==> src/rtl/ldst_pkg.sv <==
package ldst_pkg;
  localparam int unsigned XLEN_DEF  = 32;
  localparam int unsigned IMM_W_DEF = 12;
  localparam int unsigned REG_W_DEF = 4;
  localparam int unsigned PC_REG_DEF = 15;
  localparam int unsigned PC_ADJ_DEF = 8;

  typedef enum logic {
    WIDTH_WORD = 1'b0,
    WIDTH_BYTE = 1'b1
  } acc_width_e;
endpackage

==> src/rtl/ldst_offset_sel.sv <==
module ldst_offset_sel #(
  parameter int unsigned XLEN  = 32,
  parameter int unsigned IMM_W = 12
) (
  input  logic            off_is_reg,
  input  logic [IMM_W-1:0] off_imm,
  input  logic [XLEN-1:0] off_reg_val,
  output logic [XLEN-1:0] off_mag
);
  localparam int unsigned PAD_W = (XLEN > IMM_W) ? XLEN - IMM_W : 0;

  logic [XLEN-1:0] imm_ext;

  generate
    if (PAD_W == 0) begin : g_imm_full
      assign imm_ext = off_imm[XLEN-1:0];
    end else begin : g_imm_pad
      assign imm_ext = {{PAD_W{1'b0}}, off_imm};
    end
  endgenerate

  assign off_mag = off_is_reg ? off_reg_val : imm_ext;
endmodule

==> src/rtl/ldst_addr_path.sv <==
module ldst_addr_path #(
  parameter int unsigned XLEN   = 32,
  parameter int unsigned PC_ADJ = 8
) (
  input  logic [XLEN-1:0] base_val,
  input  logic            base_is_pc,
  input  logic [XLEN-1:0] off_mag,
  input  logic            off_up,
  input  logic            pre_index,
  output logic [XLEN-1:0] adj_base,
  output logic [XLEN-1:0] eff_addr,
  output logic [XLEN-1:0] acc_addr
);
  localparam logic [XLEN-1:0] PC_ADJ_V = XLEN'(PC_ADJ);

  function automatic logic [XLEN-1:0] correct_base(input logic [XLEN-1:0] b,
                                                    input logic is_pc);
    return is_pc ? b + PC_ADJ_V : b;
  endfunction

  function automatic logic [XLEN-1:0] signed_offset(input logic [XLEN-1:0] mag,
                                                     input logic up);
    return up ? mag : (~mag + XLEN'(1));
  endfunction

  assign adj_base = correct_base(base_val, base_is_pc);
  assign eff_addr = adj_base + signed_offset(off_mag, off_up);
  assign acc_addr = pre_index ? eff_addr : adj_base;
endmodule

==> src/rtl/ldst_legality.sv <==
module ldst_legality #(
  parameter int unsigned REG_W  = 4,
  parameter int unsigned PC_REG = 15
) (
  input  logic             in_valid,
  input  logic             wb_en,
  input  logic             is_load,
  input  logic [REG_W-1:0] rn,
  input  logic [REG_W-1:0] rd,
  output logic             bad_combo,
  output logic             acc_fire,
  output logic             wb_fire,
  output logic             flush_fire
);
  localparam logic [REG_W-1:0] PC_IDX = REG_W'(PC_REG);

  assign bad_combo  = in_valid & wb_en & (rn == rd);
  assign acc_fire   = in_valid & ~bad_combo;
  assign wb_fire    = acc_fire & wb_en;
  assign flush_fire = acc_fire & is_load & (rd == PC_IDX);
endmodule

==> src/rtl/ldst_load_fmt.sv <==
module ldst_load_fmt #(
  parameter int unsigned XLEN = 32
) (
  input  logic            clk,
  input  logic            rst_n,
  input  logic            ld_rsp_valid,
  input  logic            ld_rsp_byte,
  input  logic [XLEN-1:0] ld_rsp_data,
  output logic            ld_out_valid,
  output logic [XLEN-1:0] ld_out_data
);
  function automatic logic [XLEN-1:0] zext8(input logic [XLEN-1:0] d);
    return {{(XLEN-8){1'b0}}, d[7:0]};
  endfunction

  always_ff @(posedge clk) begin
    if (!rst_n) begin
      ld_out_valid <= 1'b0;
      ld_out_data  <= '0;
    end else begin
      ld_out_valid <= ld_rsp_valid;
      if (ld_rsp_valid) begin
        ld_out_data <= ld_rsp_byte ? zext8(ld_rsp_data) : ld_rsp_data;
      end
    end
  end
endmodule

==> src/rtl/ldst_agu.sv <==
module ldst_agu #(
  parameter int unsigned XLEN   = ldst_pkg::XLEN_DEF,
  parameter int unsigned IMM_W  = ldst_pkg::IMM_W_DEF,
  parameter int unsigned REG_W  = ldst_pkg::REG_W_DEF,
  parameter int unsigned PC_REG = ldst_pkg::PC_REG_DEF,
  parameter int unsigned PC_ADJ = ldst_pkg::PC_ADJ_DEF
) (
  input  logic             clk,
  input  logic             rst_n,
  input  logic             in_valid,
  input  logic [XLEN-1:0]  base_val,
  input  logic             base_is_pc,
  input  logic             off_is_reg,
  input  logic [IMM_W-1:0] off_imm,
  input  logic [XLEN-1:0]  off_reg_val,
  input  logic             off_up,
  input  logic             pre_index,
  input  logic             wb_en,
  input  logic [REG_W-1:0] rn,
  input  logic [REG_W-1:0] rd,
  input  logic             is_load,
  input  logic             is_byte,
  input  logic [XLEN-1:0]  st_data,
  input  logic             ld_rsp_valid,
  input  logic             ld_rsp_byte,
  input  logic [XLEN-1:0]  ld_rsp_data,
  output logic             out_valid,
  output logic             acc_valid,
  output logic [XLEN-1:0]  acc_addr,
  output logic             acc_byte,
  output logic             acc_load,
  output logic [XLEN-1:0]  acc_wdata,
  output logic             wb_valid,
  output logic [REG_W-1:0] wb_reg,
  output logic [XLEN-1:0]  wb_value,
  output logic             illegal,
  output logic             flush_req,
  output logic             ld_out_valid,
  output logic [XLEN-1:0]  ld_out_data
);
  import ldst_pkg::*;

  logic [XLEN-1:0] off_mag;
  logic [XLEN-1:0] adj_base;
  logic [XLEN-1:0] eff_addr;
  logic [XLEN-1:0] addr_pick;
  logic            bad_combo;
  logic            acc_fire;
  logic            wb_fire;
  logic            flush_fire;
  logic [XLEN-1:0] wdata_fmt;
  acc_width_e      width_sel;

  ldst_offset_sel #(.XLEN(XLEN), .IMM_W(IMM_W)) u_off (
    .off_is_reg (off_is_reg),
    .off_imm    (off_imm),
    .off_reg_val(off_reg_val),
    .off_mag    (off_mag)
  );

  ldst_addr_path #(.XLEN(XLEN), .PC_ADJ(PC_ADJ)) u_addr (
    .base_val  (base_val),
    .base_is_pc(base_is_pc),
    .off_mag   (off_mag),
    .off_up    (off_up),
    .pre_index (pre_index),
    .adj_base  (adj_base),
    .eff_addr  (eff_addr),
    .acc_addr  (addr_pick)
  );

  ldst_legality #(.REG_W(REG_W), .PC_REG(PC_REG)) u_legal (
    .in_valid  (in_valid),
    .wb_en     (wb_en),
    .is_load   (is_load),
    .rn        (rn),
    .rd        (rd),
    .bad_combo (bad_combo),
    .acc_fire  (acc_fire),
    .wb_fire   (wb_fire),
    .flush_fire(flush_fire)
  );

  ldst_load_fmt #(.XLEN(XLEN)) u_ldfmt (
    .clk         (clk),
    .rst_n       (rst_n),
    .ld_rsp_valid(ld_rsp_valid),
    .ld_rsp_byte (ld_rsp_byte),
    .ld_rsp_data (ld_rsp_data),
    .ld_out_valid(ld_out_valid),
    .ld_out_data (ld_out_data)
  );

  assign width_sel = is_byte ? WIDTH_BYTE : WIDTH_WORD;

  always_comb begin
    wdata_fmt = '0;
    if (!is_load) begin
      if (width_sel == WIDTH_BYTE) wdata_fmt = {{(XLEN-8){1'b0}}, st_data[7:0]};
      else                         wdata_fmt = st_data;
    end
  end

  always_ff @(posedge clk) begin
    if (!rst_n) begin
      out_valid <= 1'b0;
      acc_valid <= 1'b0;
      acc_addr  <= '0;
      acc_byte  <= 1'b0;
      acc_load  <= 1'b0;
      acc_wdata <= '0;
      wb_valid  <= 1'b0;
      wb_reg    <= '0;
      wb_value  <= '0;
      illegal   <= 1'b0;
      flush_req <= 1'b0;
    end else begin
      out_valid <= in_valid;
      acc_valid <= acc_fire;
      wb_valid  <= wb_fire;
      illegal   <= bad_combo;
      flush_req <= flush_fire;
      if (in_valid) begin
        acc_addr  <= addr_pick;
        acc_byte  <= (width_sel == WIDTH_BYTE);
        acc_load  <= is_load;
        acc_wdata <= wdata_fmt;
        wb_reg    <= rn;
        wb_value  <= eff_addr;
      end
    end
  end
endmodule

==> config.mk <==
export PLATFORM = sky130hd
export DESIGN_NAME = ldst_agu
export DESIGN_NICKNAME = d
export VERILOG_FILES = /design/src/rtl/ldst_pkg.sv /design/src/rtl/ldst_offset_sel.sv /design/src/rtl/ldst_addr_path.sv /design/src/rtl/ldst_legality.sv /design/src/rtl/ldst_load_fmt.sv /design/src/rtl/ldst_agu.sv
export SDC_FILE = /design/constraint.sdc
export NUM_CORES = 1
export LEC_CHECK = 0
export BUFFER_PORTS_ARGS = -buffer_cell sky130_fd_sc_hd__buf_4
export CORE_MARGIN = 2
export CORE_UTILIZATION = 55
export CTS_BUF_LIST = sky130_fd_sc_hd__clkbuf_2 sky130_fd_sc_hd__clkbuf_4 sky130_fd_sc_hd__clkbuf_8
export DETAILED_ROUTE_END_ITERATION = 10
export PLACE_DENSITY = 0.9
export SETUP_SLACK_MARGIN = 0.4
export SYNTH_ARGS = -nofsm -noshare
export SYNTH_HDL_FRONTEND = slang
export SYNTH_SLANG_ARGS = --single-unit
==> constraint.sdc <==
create_clock -name clk -period 10.5 [get_ports clk]
set_clock_uncertainty 0.1 [all_clocks]
set_input_delay 2.1 -clock clk [delete_from_list [all_inputs] [get_ports clk]]
set_output_delay 2.1 -clock clk [all_outputs]
set_load 0.02 [all_outputs]
# Word level (Yosys, flattened, before mapping)
# Index checks and enable logic that the tools add are counted.
[classes]
n_addsub = 3
eq_ne = 2
n_mux = 8
bitwise = 8
[ops]
columns = ["cell", "n"]
rows = [
  ["2-to-1 mux 32 bit", 7],
  ["adder 32 x 1 -> 32 bit, second input constant", 1],
  ["adder 32 bit", 1],
  ["adder 32 x 4 -> 32 bit, second input constant", 1],
  ["NOT 32 bit", 1],
  ["bitwise AND 1 bit", 6],
  ["equality test 4 bit", 1],
  ["equality test 4 bit, second input constant", 1],
  ["2-to-1 mux 1 bit", 1],
  ["NOT 1 bit", 1],
]
[word_totals]
reg_bits = 140
in_bits = 160
output_inout_bits = 140
elab_cells = 34

# Depth between registers and ports, before layout
# Gate-level depths: netlist of the first run.
[logic_depth]
ltp_word = 6
depth_mapped = 24
ltp_nobuf = 19

# Cells and area by module
# From an unflattened synthesis of the first run, not the netlist that was laid out.
[unflattened]
cells_unflattened = 1046
hier_area_um2 = 9569.2
[by_module_without_submodules]
columns = ["module", "n_inst", "cells_each", "area_each_um2", "seq_area_each_um2"]
rows = [
  ["ldst_agu", 1, 380, 4312.9, 2142.1],
  ["ldst_addr_path", 1, 484, 3548.4, 0.0],
  ["ldst_load_fmt", 1, 135, 1302.5, 660.6],
  ["ldst_offset_sel", 1, 35, 319.1, 0.0],
  ["ldst_legality", 1, 12, 86.3, 0.0],
]

# Least setup slack after synthesis of the first run
# Ideal clock, no wire load.
[synth_timing]
kind = "input-to-reg"
from = "in off_is_reg"
to = "reg wb_value[31]"
setup_time_ns = 0.126
arrival_time_ns = 6.478
t_required_ns = 10.274
path_slack_ns = 3.795
stages = 22
path_buffers = 5
cell_sequence = "buf_4 -> clkbuf_1 -> buf_1 -> clkbuf_1 -> mux2i_1 -> ha_1 -> o221ai_1 -> nor3_2 -> and3_1 -> nor2_1 -> nor2_1 -> a311oi_1 -> ha_1 -> clkbuf_1 -> a21oi_1 -> nor2b_1 -> or4_1 -> o21ai_1 -> nand2_1 -> a31oi_1 -> xor2_1 -> o21ai_0"
[synth_via]
elab_chain_cells = 5
[synth_rtl]
columns = ["element", "line", "rtl"]
rows = [
  ["start: declaration", "ldst_agu.sv:13", "input logic off_is_reg,"],
  ["2-to-1 mux 32 bit (*)", "ldst_offset_sel.sv:22", "assign off_mag = off_is_reg ? off_reg_val : imm_ext;"],
  ["NOT 32 bit", "ldst_addr_path.sv:23", "return up ? mag : (~mag + XLEN'(1));"],
  ["adder 32 x 1 -> 32 bit", "ldst_addr_path.sv:23", ""],
  ["2-to-1 mux 32 bit (*)", "ldst_addr_path.sv:23", ""],
  ["adder 32 bit (*)", "ldst_addr_path.sv:27", "assign eff_addr = adj_base + signed_offset(off_mag, off_up);"],
  ["end signal: assignment", "ldst_agu.sv:129", "wb_value <= eff_addr;"],
  ["end: declaration", "ldst_agu.sv:35", "output logic [XLEN-1:0] wb_value,"],
]
# Mark *: on every way between the ends. The rest lies on a longest branch, timed or not.
# A chain may end at the register's enable or synchronous reset.

# Worst setup path after layout of the first run
[layout_timing]
from = "in off_is_reg"
to = "reg acc_addr[23]"
[layout_via]
elab_chain_cells = 6
[layout_rtl]
columns = ["element", "line", "rtl"]
rows = [
  ["2-to-1 mux 32 bit (*)", "ldst_offset_sel.sv:22", ""],
  ["NOT 32 bit", "ldst_addr_path.sv:23", ""],
  ["adder 32 x 1 -> 32 bit", "ldst_addr_path.sv:23", ""],
  ["2-to-1 mux 32 bit (*)", "ldst_addr_path.sv:23", ""],
  ["adder 32 bit (*)", "ldst_addr_path.sv:27", ""],
  ["2-to-1 mux 32 bit (*)", "ldst_addr_path.sv:28", "assign acc_addr = pre_index ? eff_addr : adj_base;"],
  ["end signal: assignment", "ldst_agu.sv:124", "acc_addr <= addr_pick;"],
  ["end: declaration", "ldst_agu.sv:29", "output logic [XLEN-1:0] acc_addr,"],
]
# Marked as above.

==> out/qor.csv, run 1 <==
metric;value;unit
p_leak;5.14;nW
worstSetupStartpoint;off_is_reg;
yosysSeqAreaShare;32.6;%
drt-total-wl;27000;um
diodes;0;
overflow;0;
yosysWarnings;0;
clk_latency;0.44;ns
grt_max_degree;95;
drc;0;
coreArea;15300;um^2
antenna_found_initial;0;
clockBufferDepth;2;
fin_crit;6.39;ns
dieArea;16600;um^2
htreeDepth;4;
synth-edff-count;0;
hold_path_class;register to register;
status;finished, final reports clean;
synthArstFlopShare;0;%
crit_type;input pin to register;
synth_ff_type;dfxtp_1;
synth_top_area_share;32.6;%
cp_max_fo;62;
wire_per_inst;17.1;um
r2r_cells;3;
finalSetupTns;0;ns
synth_commonest_cells;nor2_1, dfxtp_1, a21oi_1;
clkTransAtPathRegs;0.09;ns
fin_area;11300;um^2
multi_input_area;5510;um^2
cts_root_buf;clkbuf_8;
fmax;157;MHz
endpoint_kind;register;
io_pins;300;
cts_tree;built;
synth-seq-cells;140;
dpl_worst_slack;3.72;ns
synth.area.top_cells;dfxtp_1, mux2i_1, nor2_1;
routabilityCongestion;0.925;
critical_path_arrival;6.59;ns
worstReg2RegStart;acc_addr[30]$_SDFFE_PN0P_;
yosysUniqueCellTypes;66;
cp-start-kind;input pin;
grt_pass1_wl;42200;um
worstHoldPathCells;2;
fin_crit_sh;60.8;%
layout_setup_ws;4.11;ns
nFillCells;1188;
via_per_inst;5.69;
ant_nets;0;
hold_violations;0;
final_max_slew_viol_count;0;
drt_iter0_drc;738;
cts_setup_buffers;0;
grt_pass1_vias;8601;
final_core_util;74.2;%
tightestPinTransition;1.02;ns
syn_inst;1091;
syn_avg_cell_area;7.88;um^2
placed_area;10900;um^2
grt_usage;31.7;%
clkSinkCount;140;
cts_resized;0;
regArea;2800;um^2
cts-buffers-inserted;17;
power_density;142;nW/um^2
hpwl;20200;um
drt_first_pass_iters;6;
final_nets;1548;
hold_start;acc_addr[31]$_SDFFE_PN0P_;
postCtsHoldBufs;0;
synth_top_cell_by_area;dfxtp_1;
rows;45;
synth.most_common_cell;nor2_1;
syn_to_final_growth;31.7;%
initial_utilization;56.3;%
port_buffers;299;
synthesis.nets;1285;
slew_headroom;32.3;%
vias;8981;
drive_gt1_share;25.7;%
setup_viol;0;
critPathRequiredTime;10.70;ns
maxCapViolCount;0;
rsz0062_at_grt;no;
syn_area;8590;um^2
fp.dieW;129;um
die_h;129;um
peakVddDrop;0.147;mV
placed cells by master (no fill, tap or decap), types with 7 or more instances in the layout:
cell	instances
and3_1	7
nor2_1	172
o211ai_1	8
mux2i_1	66
xnor2_1	46
nor3_1	20
nand2_1	78
nand3b_1	9
clkbuf_8	20
a311oi_1	10
dfxtp_1	140
and2_1	7
nand4_1	8
xor2_1	26
a31oi_1	14
inv_1	13
nand2b_1	9
a21oi_1	127
a211oi_1	16
a21o_1	11
nor2b_1	71
buf_4	303
nand3_1	20
o21ai_0	47
ha_1	33
critical path, stage by stage:
cell and delay, ns:
buf_4 0.47, mux2i_1 0.32, ha_1 0.23, o221ai_1 0.18, nor3_2 0.28, and3_1 0.24
nor2_1 0.09, nor2_1 0.46, a311oi_1 0.14, ha_1 0.40, a21o_1 0.19, o21bai_1 0.16
or4_1 0.40, o21ai_1 0.30, xor2_1 0.26, o21ai_0 0.12, mux2i_1 0.18, nor2_1 0.05
per-stage QoR:
stage | total power [mW] | cells | hold slack [ns]
floorplan | 0.945 | 1091 | 0.432
global placement | 1.14 | 1546 | 0.345
detailed placement | 1.15 | 1546 | 0.353
CTS | 1.60 | 1578 | 0.372
global route | 1.68 | 1578 | 0.384
finish | 1.60 | 1578 | 0.373
power by group:
part	switching [mW]	total, mW	internal, mW
registers	0.0240	0.598	0.574
logic	0.316	0.548	0.232
clock network	0.224	0.457	0.232
total	0.565	1.60	1.04
final cells by class:
class / instances / share of cell area, %
multi-input combinational: 878 / 48.7
tap: 211 / 2.33
sequential: 140 / 24.8
timing repair buffer: 303 / 20.1
clock buffer: 20 / 2.43
inverter: 14 / 0.475
clock inverter: 12 / 1.19
cells by family (layout without fill, tap and decap cells):
| group | after synthesis | after routing | share of synthesized area, % |
|---|---|---|---|
| AND/OR/NAND/NOR | 427 | 427 | 24.2 |
| AO/OA/AOI/OAI | 274 | 274 | 19.2 |
| flip-flops | 140 | 140 | 32.6 |
| XOR/XNOR | 74 | 74 | 7.72 |
| buffers and inverters | 73 | 349 | 3.23 |
| multiplexers | 69 | 69 | 8.08 |
| adder cells (fa/ha/maj) | 34 | 34 | 5.04 |
routing by layer:
metal	GRT usage, %	wire, um
met3	8.73	2120
met5	0	0
met1	36.9	10700
met2	55.1	13300
met4	13.1	929
worst paths after layout:
kind | endpoint | slack, ns
setup / recovery | acc_addr[23]$_SDFFE_PN0P_ | 4.11
hold / removal | acc_addr[31]$_SDFFE_PN0P_ | 0.37
setup reg to reg | acc_addr[30]$_SDFFE_PN0P_ | 9.53
hold reg to reg | acc_addr[31]$_SDFFE_PN0P_ | 0.37
(Power assumes the default switching activity.)
==> inputs of run 2 (changes only) <==
--- a/config.mk
+++ b/config.mk
@@ -5,12 +5,13 @@
 export SDC_FILE = /design/constraint.sdc
 export NUM_CORES = 1
 export LEC_CHECK = 0
+export ABC_AREA = 1
 export BUFFER_PORTS_ARGS = -buffer_cell sky130_fd_sc_hd__buf_4
 export CORE_MARGIN = 2
-export CORE_UTILIZATION = 55
+export CORE_UTILIZATION = 53
 export CTS_BUF_LIST = sky130_fd_sc_hd__clkbuf_2 sky130_fd_sc_hd__clkbuf_4 sky130_fd_sc_hd__clkbuf_8
 export DETAILED_ROUTE_END_ITERATION = 10
-export PLACE_DENSITY = 0.9
+export PLACE_DENSITY = 0.86
 export SETUP_SLACK_MARGIN = 0.4
 export SYNTH_ARGS = -nofsm -noshare
 export SYNTH_HDL_FRONTEND = slang
==> constraint.sdc (replaced) <==
create_clock -name clk -period 6.5 [get_ports clk]
set_clock_uncertainty 0.1 [all_clocks]
set_input_delay 1.3 -clock clk [delete_from_list [all_inputs] [get_ports clk]]
set_output_delay 1.3 -clock clk [all_outputs]
set_load 0.02 [all_outputs]
==> run 2 against run 1 <==
Compared with the run above: synthesized cell count is 27% higher; die area is 8.0% higher; power is 56% higher; final area is 2.9% higher; non-clock buffer count stayed put; critical endpoint is now wb_value[31]$_SDFFE_PN0P_; largest cell class unchanged; largest power group unchanged.
==> out/qor.csv, run 2 <==
metric;value;unit
status;finished, final reports clean;
clkPwrFrac;25.8;%
postCtsHoldBufs;0;
fin_crit_sh;70.7;%
initial_utilization;54.1;%
cp_max_fo;42;
synth_commonest_cells;nand2_1, dfxtp_1, a21oi_1;
maxCapViolCount;0;
hold_path_class;register to register;
cts_root_buf;clkbuf_8;
cts_tree;built;
fmax;217;MHz
vias;10300;
drt-total-wl;30500;um
whs_endpoint;acc_addr[9]$_SDFFE_PN0P_;
crit_type;input pin to register;
clk_latency;0.46;ns
routed-wl-met3;2200;um
drt_iter0_drc;770;
cts_setup_buffers;0;
drc;0;
htreeDepth;4;
synth_top_cell_by_area;dfxtp_1;
die_h;134;um
grt_usage;33.7;%
synth.area.top_cells;dfxtp_1, nand2_1, a21oi_1;
io_pins;300;
power_frac_seq;38.4;%
p_sw;0.953;mW
fp.dieW;134;um
rows;47;
switching_share;38.2;%
synth_ff_type;dfxtp_1;
final_max_slew_viol_count;0;
final_nets;1844;
drive_gt1_share;22.7;%
cts_resized;0;
hold_violations;0;
finalSetupTns;0;ns
syn_to_final_growth;29.9;%
wire_per_inst;16.2;um
routabilityCongestion;0.963;
top_layer_used;met4;
clkSinkCount;140;
synth_top_area_share;31.3;%
p_int;1.54;mW
synth.most_common_cell;nand2_1;
syn_avg_cell_area;6.49;um^2
rsz0062_at_grt;no;
antenna_found_initial;0;
wl_met2;14900;um
worstSetupStartpoint;off_is_reg;
grt_pass1_wl;47900;um
cp-start-kind;input pin;
clockBufferDepth;2;
worstHoldPathCells;2;
reg2reg_to;wb_value[4]$_SDFFE_PN0P_;
setup_viol;0;
r2r_cells;4;
port_buffers;299;
synthArstFlopShare;0;%
r2r_slack;5.63;ns
final_core_util;70.2;%
diodes;0;
cts-buffers-inserted;17;
tightestPinTransition;1.00;ns
yosysWarnings;0;
p_leak;5.67;nW
hold_start;acc_addr[9]$_SDFFE_PN0P_;
critical_path_arrival;4.85;ns
drt_first_pass_iters;5;
yosysSeqAreaShare;31.3;%
endpoint_kind;register;
p_comb_share;35.8;%
synth-seq-cells;140;
final_common_cell;nand2_1;
coreArea;16600;um^2
power_density;214;nW/um^2
dieArea;18000;um^2
ant_nets;0;
critPathRequiredTime;6.76;ns
grt_max_degree;95;
hpwl;24100;um
drt-met1-wl;12000;um
grt_pass1_vias;9557;
synthesis.nets;1576;
overflow;0;
yosysUniqueCellTypes;40;
slew_headroom;33.1;%
via_per_inst;5.44;
clkTransAtPathRegs;0.08;ns
syn_area;8970;um^2
syn_inst;1382;
worstReg2RegStart;wb_value[4]$_SDFFE_PN0P_;
peakVddDrop;0.146;mV
layout_common_cells;nand2_1, buf_4, dfxtp_1;
fin_crit;4.60;ns
synth-edff-count;0;
run 2: cell count changes after synthesis, moves of 18 or more:
| cell | change |
|---|---|
| inv_1 | +122 |
| mux2i_1 | -66 |
| nand2_1 | +304 |
| nand3_1 | +78 |
| nor2_1 | -51 |
| nor2b_1 | -71 |
| o211ai_1 | +28 |
| o21ai_0 | +18 |
| xnor2_1 | -23 |
| xor2_1 | +19 |
run 2: kinds of logic after synthesis:
group	after synthesis	share of synthesized area [%]
simple gates	677	32.1
flops	140	31.3
fa+ha+maj	34	4.83
compound gates	267	16.7
buf+inv	196	8.54
xor+xnor	68	6.64
run 2: worst max-delay path by stage:
stage	to	depth (start not counted)
2_1_floorplan	wb_value[25]$_SDFFE_PN0P_	23
3_3_place_gp	acc_addr[31]$_SDFFE_PN0P_	26
3_5_place_dp	wb_value[29]$_SDFFE_PN0P_	23
4_1_cts	wb_value[29]$_SDFFE_PN0P_	23
5_1_grt	acc_addr[18]$_SDFFE_PN0P_	24
6_report	wb_value[31]$_SDFFE_PN0P_	26
run 2: cell type report:
cell class | instances | area [um^2]
multi-input combinational | 1046 | 5400
inverter | 142 | 533
clock inverter | 14 | 110
sequential | 140 | 2800
fill | 1468 | 4940
tap | 220 | 275
timing repair buffer | 303 | 2270
clock buffer | 18 | 248
run 2: through the flow:
| stage | instances | cell area (um^2) | power (mW) | worst slack (ns) | hold WS (ns) |
|---|---|---|---|---|---|
| final | 1883 | 11600 | 2.50 | 1.90 | 0.369 |
| after global routing | 1883 | 11600 | 2.64 | 1.52 | 0.387 |
| after CTS | 1883 | 11600 | 2.50 | 1.99 | 0.368 |
| after detailed placement | 1851 | 11300 | 1.85 | 1.50 | 0.357 |
| after global placement | 1851 | 11300 | 1.84 | 1.59 | 0.353 |
| after floorplan | 1382 | 8970 | 1.52 | 2.41 | 0.443 |
run 2: critical path: stages:
cell and delay [ns]:
buf_4 0.22, inv_2 0.17, nand2_1 0.07, nand2_1 0.12
ha_1 0.21, nand3_2 0.10, nor2_2 0.13, nand2_2 0.09
nor2_4 0.12, nand3_2 0.09, nand2_2 0.09, o21ai_2 0.12
a21oi_2 0.14, xor2_1 0.17, ha_1 0.33, a21oi_1 0.32
o21a_1 0.20, nor2_1 0.04, nor2_1 0.11, nand2_1 0.06
a21oi_1 0.23, inv_1 0.07, nand2_1 0.08, nand3_1 0.07
o211ai_1 0.12, inv_1 0.05
run 2: layer usage:
layer,vias to the layer above,track usage (%)
met5,-,0
met4,0,15.4
met3,92,6.92
met2,419,59.9
met1,4692,38.8
li1,5048,-
run 2: power by group through the flow:
| stage | sequential (mW) | combinational, mW | clock, mW |
|---|---|---|---|
| 6_report | 0.958 | 0.893 | 0.645 |
| 5_1_grt | 0.964 | 0.979 | 0.692 |
| 4_1_cts | 0.958 | 0.883 | 0.656 |
| 3_5_place_dp | 0.976 | 0.877 | 0 |
| 3_3_place_gp | 0.975 | 0.869 | 0 |
| 2_1_floorplan | 1.05 | 0.476 | 0 |
